$ cat config.mk
export PLATFORM = sky130hd
export DESIGN_NAME = rx_idle_timeout
export DESIGN_NICKNAME = d
export VERILOG_FILES = /design/src/rtl/rxto_pkg.sv /design/src/rtl/rxto_ctrl.sv /design/src/rtl/rxto_counter.sv /design/src/rtl/rxto_flag.sv /design/src/rtl/rx_idle_timeout.sv
export SDC_FILE = /design/constraint.sdc
export NUM_CORES = 1
export LEC_CHECK = 0
export CORE_MARGIN = 5
export CORE_UTILIZATION = 55
export CTS_CLUSTER_DIAMETER = 150
export CTS_CLUSTER_SIZE = 40
export DETAILED_ROUTE_END_ITERATION = 7
export PLACE_DENSITY = 0.84
export SLEW_MARGIN = 20
export SYNTH_ARGS = -nofsm -noshare
export SYNTH_HDL_FRONTEND = slang
export SYNTH_SLANG_ARGS = --single-unit
export TNS_END_PERCENT = 20
$ cat constraint.sdc
create_clock -name clk -period 4.3 [get_ports clk]
set_clock_uncertainty 0.1 [all_clocks]
set_input_delay 0.86 -clock clk [delete_from_list [all_inputs] [get_ports clk]]
set_output_delay 0.86 -clock clk [all_outputs]
set_load 0.01 [all_outputs]
$ cat src/rtl/rxto_pkg.sv
package rxto_pkg;

    localparam int unsigned CMP_W = 16;

    typedef enum logic [1:0] {
        ST_OFF  = 2'd0,
        ST_RUN  = 2'd1,
        ST_HOLD = 2'd2
    } rxto_state_e;

endpackage

$ cat src/rtl/rxto_ctrl.sv
module rxto_ctrl
    import rxto_pkg::*;
#(
    parameter int unsigned W = CMP_W
) (
    input  logic         clk,
    input  logic         rst_n,
    input  logic [W-1:0] cmp_val,
    input  logic [W-1:0] cnt,
    input  logic         push,
    input  logic         pop,
    input  logic         fifo_empty,
    output rxto_state_e  state,
    output logic         restart,
    output logic         advance,
    output logic         hit
);

    rxto_state_e state_q;
    rxto_state_e state_d;
    logic        enabled;
    logic        activity;
    logic        live;

    assign enabled  = (cmp_val != '0);
    assign activity = push | pop;

    // State register
    always_ff @(posedge clk or negedge rst_n) begin
        if (!rst_n) begin
            state_q <= ST_OFF;
        end else begin
            state_q <= state_d;
        end
    end

    // Next-state logic
    always_comb begin
        state_d = state_q;
        if (!enabled) begin
            state_d = ST_OFF;                 // disable
        end else if (activity) begin
            state_d = ST_RUN;                 // restart
        end else begin
            unique case (state_q)
                ST_OFF:  state_d = ST_OFF;
                ST_RUN:  if (hit) state_d = ST_HOLD;   // expire
                ST_HOLD: state_d = ST_HOLD;
                default: state_d = ST_OFF;
            endcase
        end
    end

    // Output logic
    always_comb begin
        restart = enabled & activity;
        live    = 1'b0;
        unique case (state_q)
            ST_OFF:  live = 1'b0;
            ST_RUN:  live = enabled & ~activity & ~fifo_empty;
            ST_HOLD: live = 1'b0;
            default: live = 1'b0;
        endcase
        hit     = live & (cnt == cmp_val);
        advance = live & ~hit;
    end

    assign state = state_q;

endmodule

$ cat src/rtl/rxto_counter.sv
module rxto_counter #(
    parameter int unsigned W = 16
) (
    input  logic         clk,
    input  logic         rst_n,
    input  logic         restart,
    input  logic         advance,
    output logic [W-1:0] cnt
);

    localparam logic [W-1:0] ONE = {{(W-1){1'b0}}, 1'b1};

    logic [W-1:0] cnt_q;

    always_ff @(posedge clk or negedge rst_n) begin
        if (!rst_n) begin
            cnt_q <= '0;
        end else if (restart) begin
            cnt_q <= '0;
        end else if (advance) begin
            cnt_q <= cnt_q + ONE;
        end
    end

    assign cnt = cnt_q;

endmodule

$ cat src/rtl/rxto_flag.sv
module rxto_flag (
    input  logic clk,
    input  logic rst_n,
    input  logic set,
    input  logic clr,
    input  logic irq_en,
    output logic flag,
    output logic irq
);

    logic flag_q;

    // A set in the same cycle as a clear wins
    always_ff @(posedge clk or negedge rst_n) begin
        if (!rst_n) begin
            flag_q <= 1'b0;
        end else if (set) begin
            flag_q <= 1'b1;
        end else if (clr) begin
            flag_q <= 1'b0;
        end
    end

    assign flag = flag_q;
    assign irq  = flag_q & irq_en;

endmodule

$ cat src/rtl/rx_idle_timeout.sv
module rx_idle_timeout
    import rxto_pkg::*;
#(
    parameter int unsigned W = CMP_W
) (
    input  logic         clk,
    input  logic         rst_n,
    input  logic [W-1:0] cmp_val,
    input  logic         push,
    input  logic         pop,
    input  logic         fifo_empty,
    input  logic         flag_clr,
    input  logic         irq_en,
    output logic         to_flag,
    output logic         irq
);

    rxto_state_e  state_q;
    logic [W-1:0] cnt_q;
    logic         restart;
    logic         advance;
    logic         hit;

    rxto_ctrl #(.W(W)) u_ctrl (
        .clk        (clk),
        .rst_n      (rst_n),
        .cmp_val    (cmp_val),
        .cnt        (cnt_q),
        .push       (push),
        .pop        (pop),
        .fifo_empty (fifo_empty),
        .state      (state_q),
        .restart    (restart),
        .advance    (advance),
        .hit        (hit)
    );

    rxto_counter #(.W(W)) u_cnt (
        .clk     (clk),
        .rst_n   (rst_n),
        .restart (restart),
        .advance (advance),
        .cnt     (cnt_q)
    );

    rxto_flag u_flag (
        .clk    (clk),
        .rst_n  (rst_n),
        .set    (hit),
        .clr    (flag_clr),
        .irq_en (irq_en),
        .flag   (to_flag),
        .irq    (irq)
    );

endmodule

Yosys cells after proc, flatten, opt, wreduce, memory -nomap -nowiden
Cells that the tools add are included.

storage, ports and cells
  register bits after elaboration = 19
  bits of input ports = 23
  output and inout port bits = 2

operators by class
  $add $sub $neg = 1
  eq/ne operators = 4
  multiplexer cells = 9
  bitwise logic cells = 10
  reduce and logical (&&, ||, !) cells = 3

operators with widths
  cell                     count
  $mux W16                 2
  $add A16 B1 Y16 const B  1
  $eq A16 B16 Y1           1
  $reduce_bool A16 Y1      1
  $and A1 B1 Y1            6
  $mux W2                  3
  $ne A4 B4 Y1 const B     1
  $pmux W2 S2              1
  $reduce_bool A2 Y1       2
  $mux W1                  3
  $not A1 Y1               3
  $eq A2 B1 Y1 const B     1
  $eq A2 B2 Y1 const B     1
  $or A1 B1 Y1             1

Logic depth before layout (Yosys ltp)
Gate-level depths: netlist of the first run.

  word-level depth = 10
  depth in mapped cells = 8

By module
A second synthesis of the first run with hierarchy kept.

second synthesis, totals
  cells, all modules = 126
  area total of the unflattened synthesis = 1276.2 µm²

modules (own cells, without submodules)
  module        instances  cells an instance  area an instance (µm²)
  rxto_counter  1          82                 872.1
  rxto_ctrl     1          40                 361.6
  rxto_flag     1          4                  42.5

Worst setup path before layout of the first run
No wires, ideal clock.

  path type = input to register
  from = input port pop
  to = register u_cnt.cnt_q[11] (netlist: u_cnt.cnt[11])
  arrival = 2.179 ns
  path slack = 1.943 ns
  stages on the path = 5
  path buffers = 0
  cell sequence = or2_4 > a41oi_2 > nand3_1 > or4_1 > a21oi_1

on the way
  longest elaborated chain between the ends = 9
  elaborated cells between the ends (all ways) = 11

ends and longest elaborated chain
  what                                 line                   RTL
  start, declared                      rx_idle_timeout.sv:10  input logic pop,
  $or A1 B1 Y1 *                       rxto_ctrl.sv:26        assign activity = push | pop;
  $not A1 Y1                           rxto_ctrl.sv:60        ST_RUN: live = enabled & ~activity & ~fifo_empty;
  $and A1 B1 Y1 (2 in a row)           rxto_ctrl.sv:60
  $mux W1                              rxto_ctrl.sv:58        unique case (state_q)
  $and A1 B1 Y1                        rxto_ctrl.sv:64        hit = live & (cnt == cmp_val);
  $not A1 Y1                           rxto_ctrl.sv:65        advance = live & ~hit;
  $and A1 B1 Y1                        rxto_ctrl.sv:65
  $reduce_bool A2 Y1 (no source line)  n/a
  end signal, assigned                 rxto_counter.sv:21     cnt_q <= cnt_q + ONE;
  end, declared                        rxto_counter.sv:13     logic [W-1:0] cnt_q;

Mark *: on every way between the ends. The rest lies on a longest branch, timed or not.
A chain may end at the register's enable or synchronous reset.

Final worst setup path of the first run
  from = input port irq_en
  to = output port irq

on the way
  longest elaborated chain between the ends = 1

ends and longest elaborated chain
  what             line                   RTL
  start, declared  rx_idle_timeout.sv:13  input logic irq_en,
  $and A1 B1 Y1    rxto_flag.sv:25        assign irq = flag_q & irq_en;
  end, declared    rx_idle_timeout.sv:15  output logic irq

Every way passes these cells.

==> results.md, run 1 <==
- Vias in the first global route: 1304
- Worst hold start: u_cnt.cnt[4]
- Pwr Total: 320 µW
- Power density cells: 203 nW/µm²
- Critical path type: primary input to primary output
- Via count: 1274
- Crit end category: primary output
- CTS Sinks: 19
- Primary FF master, synth: dfrtp_1
- Startpoint types: primary input
- Cells after Synth: 140
- Drt total wl: 3560 µm
- Min-Delay Path Class: flop to flop
- CP Data Required Time: 3.34 ns
- Die area: 3510 µm²
- Max Root-Sink Buffers: 2
- Cell family with most CP delay: buffers and inverters
- Gr ovfl total: 0
- Net count after synthesis: 165
- Register area share after synthesis: 35.6%
- Routed Antenna Nets: 0
- Clock Latency Late Sink: 0.30 ns
- # setup viols final: 0
- Crit path buf inv count: 2
- Largest net degree at the start of global routing: 30
- Die width: 59.2 µm
- Critical path's slowest cell: clkdlybuf4s50_1
- Critical Path AT: 2.01 ns
- Number of diodes: 0
- CTS tree: yes
- Final hold vios: 0
- Unrepaired setup endpoints after global routing: false
- Max-slew violations: 0
- Layout area overhead: 18.1%
- Most frequent cell after synthesis: dfrtp_1
- CORE AREA: 2250 µm²
- Warnings, synthesis: 0
- Top-area cell type share of the netlist area: 35.6%
- FP Rows: 17
- Fmax: 336 MHz
- Max_cap viols: 0
- Drc violations: 0
- Setup bufs post-CTS: 0
- Cts repair resizes: 0
- Hold_buf cts: 0
- TritonCTS buffer count: 3
- Placer Congestion: 0.885
- Worst slew pin tran: 0.867 ns
- CP Max Fanout: 1
- Count of cell types in the netlist: 40
- Routed len/inst: 18.9 µm
- Routed vias/inst: 6.74
- Initial Util: 59.2%
- First-pass GRT wire length: 6050 µm
- Drt pass-1 iters: 4
- Final nets: 187
- PortBufs: 24
- Share of flip-flops with an asynchronous set or reset: 100%
- Worst reg2reg path startpoint: u_cnt.cnt[5]
- CTS clk-pin slew, worst paths: 0.11 ns
- Cell area after synthesis: 1330 µm²
- Die Y: 59.2 µm
- Status: finished clean
- CTS root buf: clkbuf_4
- Post-synth top area cell: dfrtp_1
- Drt initial violations: 52
- Antenna violations before repair: 0
- Synth top area cells: dfrtp_1, xor2_1, o31ai_1
- LEAKAGE: 0.000628 µW
- Share of cells above drive strength 1: 8.07%
- Average size of a mapped cell: 9.53 µm²
- GR Util All Layers: 22.4%
- Most frequent CP cell: clkdlybuf4s50_1
- Worst setup startpoint: irq_en
- Critical-path cell list: clkdlybuf4s50_1 -> and2_1 -> clkdlybuf4s50_1
- Crit-path max cell delay: 0.57 ns
- Period utilization: 69.1%
- Most frequent cells after synthesis: dfrtp_1, xor2_1, o31ai_1
- CTS H-tree lvls: 1
- DP HPWL: 2710 µm
- EDFF count, synth: 0
- IO Count: 25
- Post-layout minimum cycle time: 2.97 ns
- Slew Limit Headroom: 42.0%
- Yosys reg bits: 19
- Peak supply drop: 170 µV
- Post-Route Setup TNS: 0 ns
==> placed cells by master (no fill, tap or decap), drive strengths merged, types with 2 or more instances in the layout <==
master	synthesis	layout
clkdlybuf4s50	0	24
dfrtp	19	19
xor2	16	16
o31ai	10	10
nand4	9	9
or4	8	8
a21oi	8	8
nor4	8	8
nand2	7	7
nand3	6	6
inv	4	4
o211ai	4	4
nor2	3	3
nand2b	3	3
clkbuf	1	3
and3	3	3
mux2i	2	2
nor3	2	2
o21ai	2	2
o311ai	2	2
o41ai	2	2
o211a	2	2
ha	2	2
and2	2	2
or2	2	2
==> metrics by stage <==
stage / hold WS, ns / util [%] / setup WS, ns / cells / cell area (µm²)
after detailed placement: 0.447 / 68.6 / 1.26 / 185 / 1550
final: 0.462 / 69.9 / 1.33 / 189 / 1580
after floorplan: 0.409 / - / 1.94 / 140 / 1330
after CTS: 0.463 / 69.9 / 1.34 / 189 / 1580
after global placement: 0.439 / 68.6 / 1.34 / 185 / 1550
after global routing: 0.495 / 69.9 / 1.34 / 189 / 1580
==> path summary, 6_finish.rpt <==
path                                       to  slack, ns  cells past startpoint
worst min register to register   u_cnt.cnt[4]       0.46                      1
worst min-delay path             u_cnt.cnt[4]       0.46                      1
max in group asynchronous        u_cnt.cnt[4]       2.63                      1
worst max-delay path                      irq       1.33                      3
worst max register to register  u_cnt.cnt[10]       2.13                      5
min in group asynchronous        u_cnt.cnt[2]       0.94                      1
==> state kept, by name, summed over array words and instances, names as in the netlist <==
signal        count
u_cnt.cnt        16
u_ctrl.state      2
u_flag.flag       1
==> area by class of cell <==
| cell class | instances | area [µm²] |
|---|---|---|
| multi-input combinational | 110 | 782 |
| fill | 198 | 679 |
| sequential | 19 | 475 |
| timing repair buffer | 24 | 240 |
| tap | 28 | 35.0 |
| clock buffer | 3 | 22.5 |
| inverter | 4 | 15.0 |
| clock inverter | 1 | 5.00 |
==> power breakdown <==
part | leakage [µW] | switching, µW | internal [µW] | total [µW]
Combinational | 0.000351 | 22.9 | 25.3 | 48.3
Sequential | 0.000260 | 1.44 | 179 | 181
Clock | 0.0000177 | 56.1 | 34.7 | 90.8
Total | 0.000628 | 80.4 | 239 | 320
==> layer usage <==
layer / vias to the layer above / GRT usage (%) / routed length [µm]
li1: 590 / - / -
met1: 610 / 30.7 / 1550
met2: 63 / 35.1 / 1630
met3: 11 / 3.49 / 288
met4: 0 / 9.06 / 96
met5: - / 0 / 0
==> logic make-up after synthesis <==
| kind of cell | share of synthesized area (%) |
|---|---|
| AO/OA/AOI/OAI | 18.8 |
| flip-flops | 35.6 |
| adder cells (fa/ha/maj) | 1.88 |
| multiplexers | 1.50 |
| buffers and inverters | 5.72 |
| XOR/XNOR | 10.5 |
| AND/OR/NAND/NOR | 26.0 |
No activity file was read; power rests on OpenSTA's default activity.
==> run 2: changes to the inputs <==
CORE_UTILIZATION = 51   (was 55)
PLACE_DENSITY = 0.78   (was 0.84)
clock period = 3.1 ns   (was 4.3 ns; I/O delays follow)
==> run 2 against run 1 <==
Compared with the run above: setup slack lost 0.75 ns; final cell count grew 1.1%; critical path type is now primary input to flop; critical path depth grew 3; combinational power grew 39%; clock power grew 44%; critical endpoint is now u_cnt.cnt[10]; hold slack lost 0.0081 ns; via count shrank 1.2%; count of clock-buffer cells in the layout is the same; power grew 40%.
==> results.md, run 2 (synthesized netlist as in run 1, its figures left out) <==
- Drt pass-1 iters: 4 (unchanged)
- Die width: 61.1 µm (+3.2%)
- Routed Antenna Nets: 0 (unchanged)
- Share of cells above drive strength 1: 8.07% (unchanged)
- Critical Path AT: 2.63 ns (+0.62 ns)
- DP HPWL: 2620 µm (-3.3%)
- Peak supply drop: 243 µV (+42%)
- CTS Sinks: 19 (unchanged)
- Post-layout minimum cycle time: 2.53 ns
- Critical path type: primary input to flop
- Commonest cells after routing, fill and taps aside: clkdlybuf4s50_1, dfrtp_1, xor2_1
- First-pass GRT wire length: 5690 µm (-6.0%)
- Die area: 3740 µm² (+6.5%)
- # setup viols final: 0 (unchanged)
- Number of flip-flops under the largest register name: 16 (unchanged)
- Final nets: 187 (unchanged)
- CTS clk-pin slew, worst paths: 0.12 ns (about the same)
- Initial Util: 53.4% (-5.8 points)
- CTS H-tree lvls: 1 (unchanged)
- FILL cells: 223 (+13%)
- Min-Delay Path Class: flop to flop
- Vias in the first global route: 1233 (-5.4%)
- Status: finished clean
- Max_cap viols: 0 (unchanged)
- Min Hold Slack: 0.454 ns (-0.00811 ns)
- Final instance area: 1580 µm² (+0.16%)
- Gr ovfl total: 0 (unchanged)
- Drt total wl: 3550 µm (-0.36%)
- Clock Latency Late Sink: 0.30 ns (about the same)
- Routed len/inst: 18.6 µm (-1.4%)
- Post-Route Setup TNS: 0 ns (unchanged)
- Period utilization: 81.5%
- Fmax: 396 MHz
- Slew Limit Headroom: 40.2% (-1.8 points)
- CORE AREA: 2500 µm² (+11%)
- IO Count: 25 (unchanged)
- Antenna violations before repair: 0 (unchanged)
- Number of diodes: 0 (unchanged)
- Die Y: 61.1 µm (+3.2%)
- FP Rows: 18 (+1)
- CP Max Fanout: 16 (+15)
- GR Util All Layers: 20.3% (-2.1 points)
- PortBufs: 24 (unchanged)
- Unrepaired setup endpoints after global routing: false
- Drt initial violations: 79 (+52%)
- Power density cells: 284 nW/µm² (+40%)
- Worst slew pin tran: 0.894 ns (+0.0269 ns)
- Hold_buf cts: 0 (unchanged)
- Largest net degree at the start of global routing: 30 (unchanged)
- Crit end category: flop
- Setup bufs post-CTS: 0 (unchanged)
- TritonCTS buffer count: 3 (unchanged)
- Placed Area: 1550 µm² (+0.16%)
- CP Data Required Time: 3.20 ns (-0.14 ns)
- LEAKAGE: 0.000628 µW (unchanged)
- Routed vias/inst: 6.59 (-2.2%)
- Max Root-Sink Buffers: 2 (unchanged)
- Cts repair resizes: 0 (unchanged)
- Final hold vios: 0 (unchanged)
- Via count: 1259 (-1.2%)
- Max-slew violations: 0 (unchanged)
- Fin util: 63.1% (-6.8 points)
- Startpoint types: primary input
- Layout area overhead: 18.3%
- Leading cell type in the layout, fill and taps excluded: clkdlybuf4s50_1
- CTS root buf: clkbuf_4
- Placer Congestion: 0.851 (-3.9%)
- CTS tree: yes
- Drc violations: 0 (unchanged)
## run 2: metal layers
metal  GRT usage [%]  routed length, µm
met5               0                  0
met4            6.50                 38
met3            2.73                363
met2            32.0               1530
met1            28.8               1620
## run 2: layout make-up
class	count	area, µm²	share of cell area [%]
Multi-Input combinational cell	110	782	49.6
Sequential cell	19	475	30.1
Timing Repair Buffer	24	240	15.2
Tap cell	30	37.5	2.38
Clock buffer	3	22.5	1.43
Inverter	4	15.0	0.952
Clock inverter	1	5.00	0.317
## run 2: path summary, 6_finish.rpt
kind                              startpoint       endpoint  slack [ns]  depth (start not counted)
worst max-delay path              cmp_val[2]  u_cnt.cnt[10]        0.57                          6
worst min-delay path            u_cnt.cnt[4]   u_cnt.cnt[4]        0.45                          1
worst max register to register  u_cnt.cnt[2]  u_cnt.cnt[10]        1.01                          5
worst min register to register  u_cnt.cnt[4]   u_cnt.cnt[4]        0.45                          1
max in group asynchronous              rst_n  u_cnt.cnt[12]        1.65                          1
min in group asynchronous              rst_n  u_cnt.cnt[14]        0.71                          1
## run 2: worst max-delay path, stage by stage
cell,delay (ns)
clkdlybuf4s50_1,0.52
nor4_1,0.11
a41oi_2,0.38
nand2_2,0.27
or4_1,0.58
mux2i_1,0.14
## run 2: report_power, final
part	total (µW)	internal, µW	switching (µW)	leakage [µW]
sequential	251	249	1.86	0.000260
combinational	66.9	35.0	31.9	0.000351
clock	131	48.1	83.1	0.0000177
total	449	332	117	0.000628
## run 2: per-stage QoR
stage	total power (µW)	setup slack (ns)	std cells
floorplan	279	0.983	140
global placement	320	0.374	187
CTS	452	0.600	191
finish	449	0.574	191
detailed placement	322	0.279	187
global route	469	0.448	191
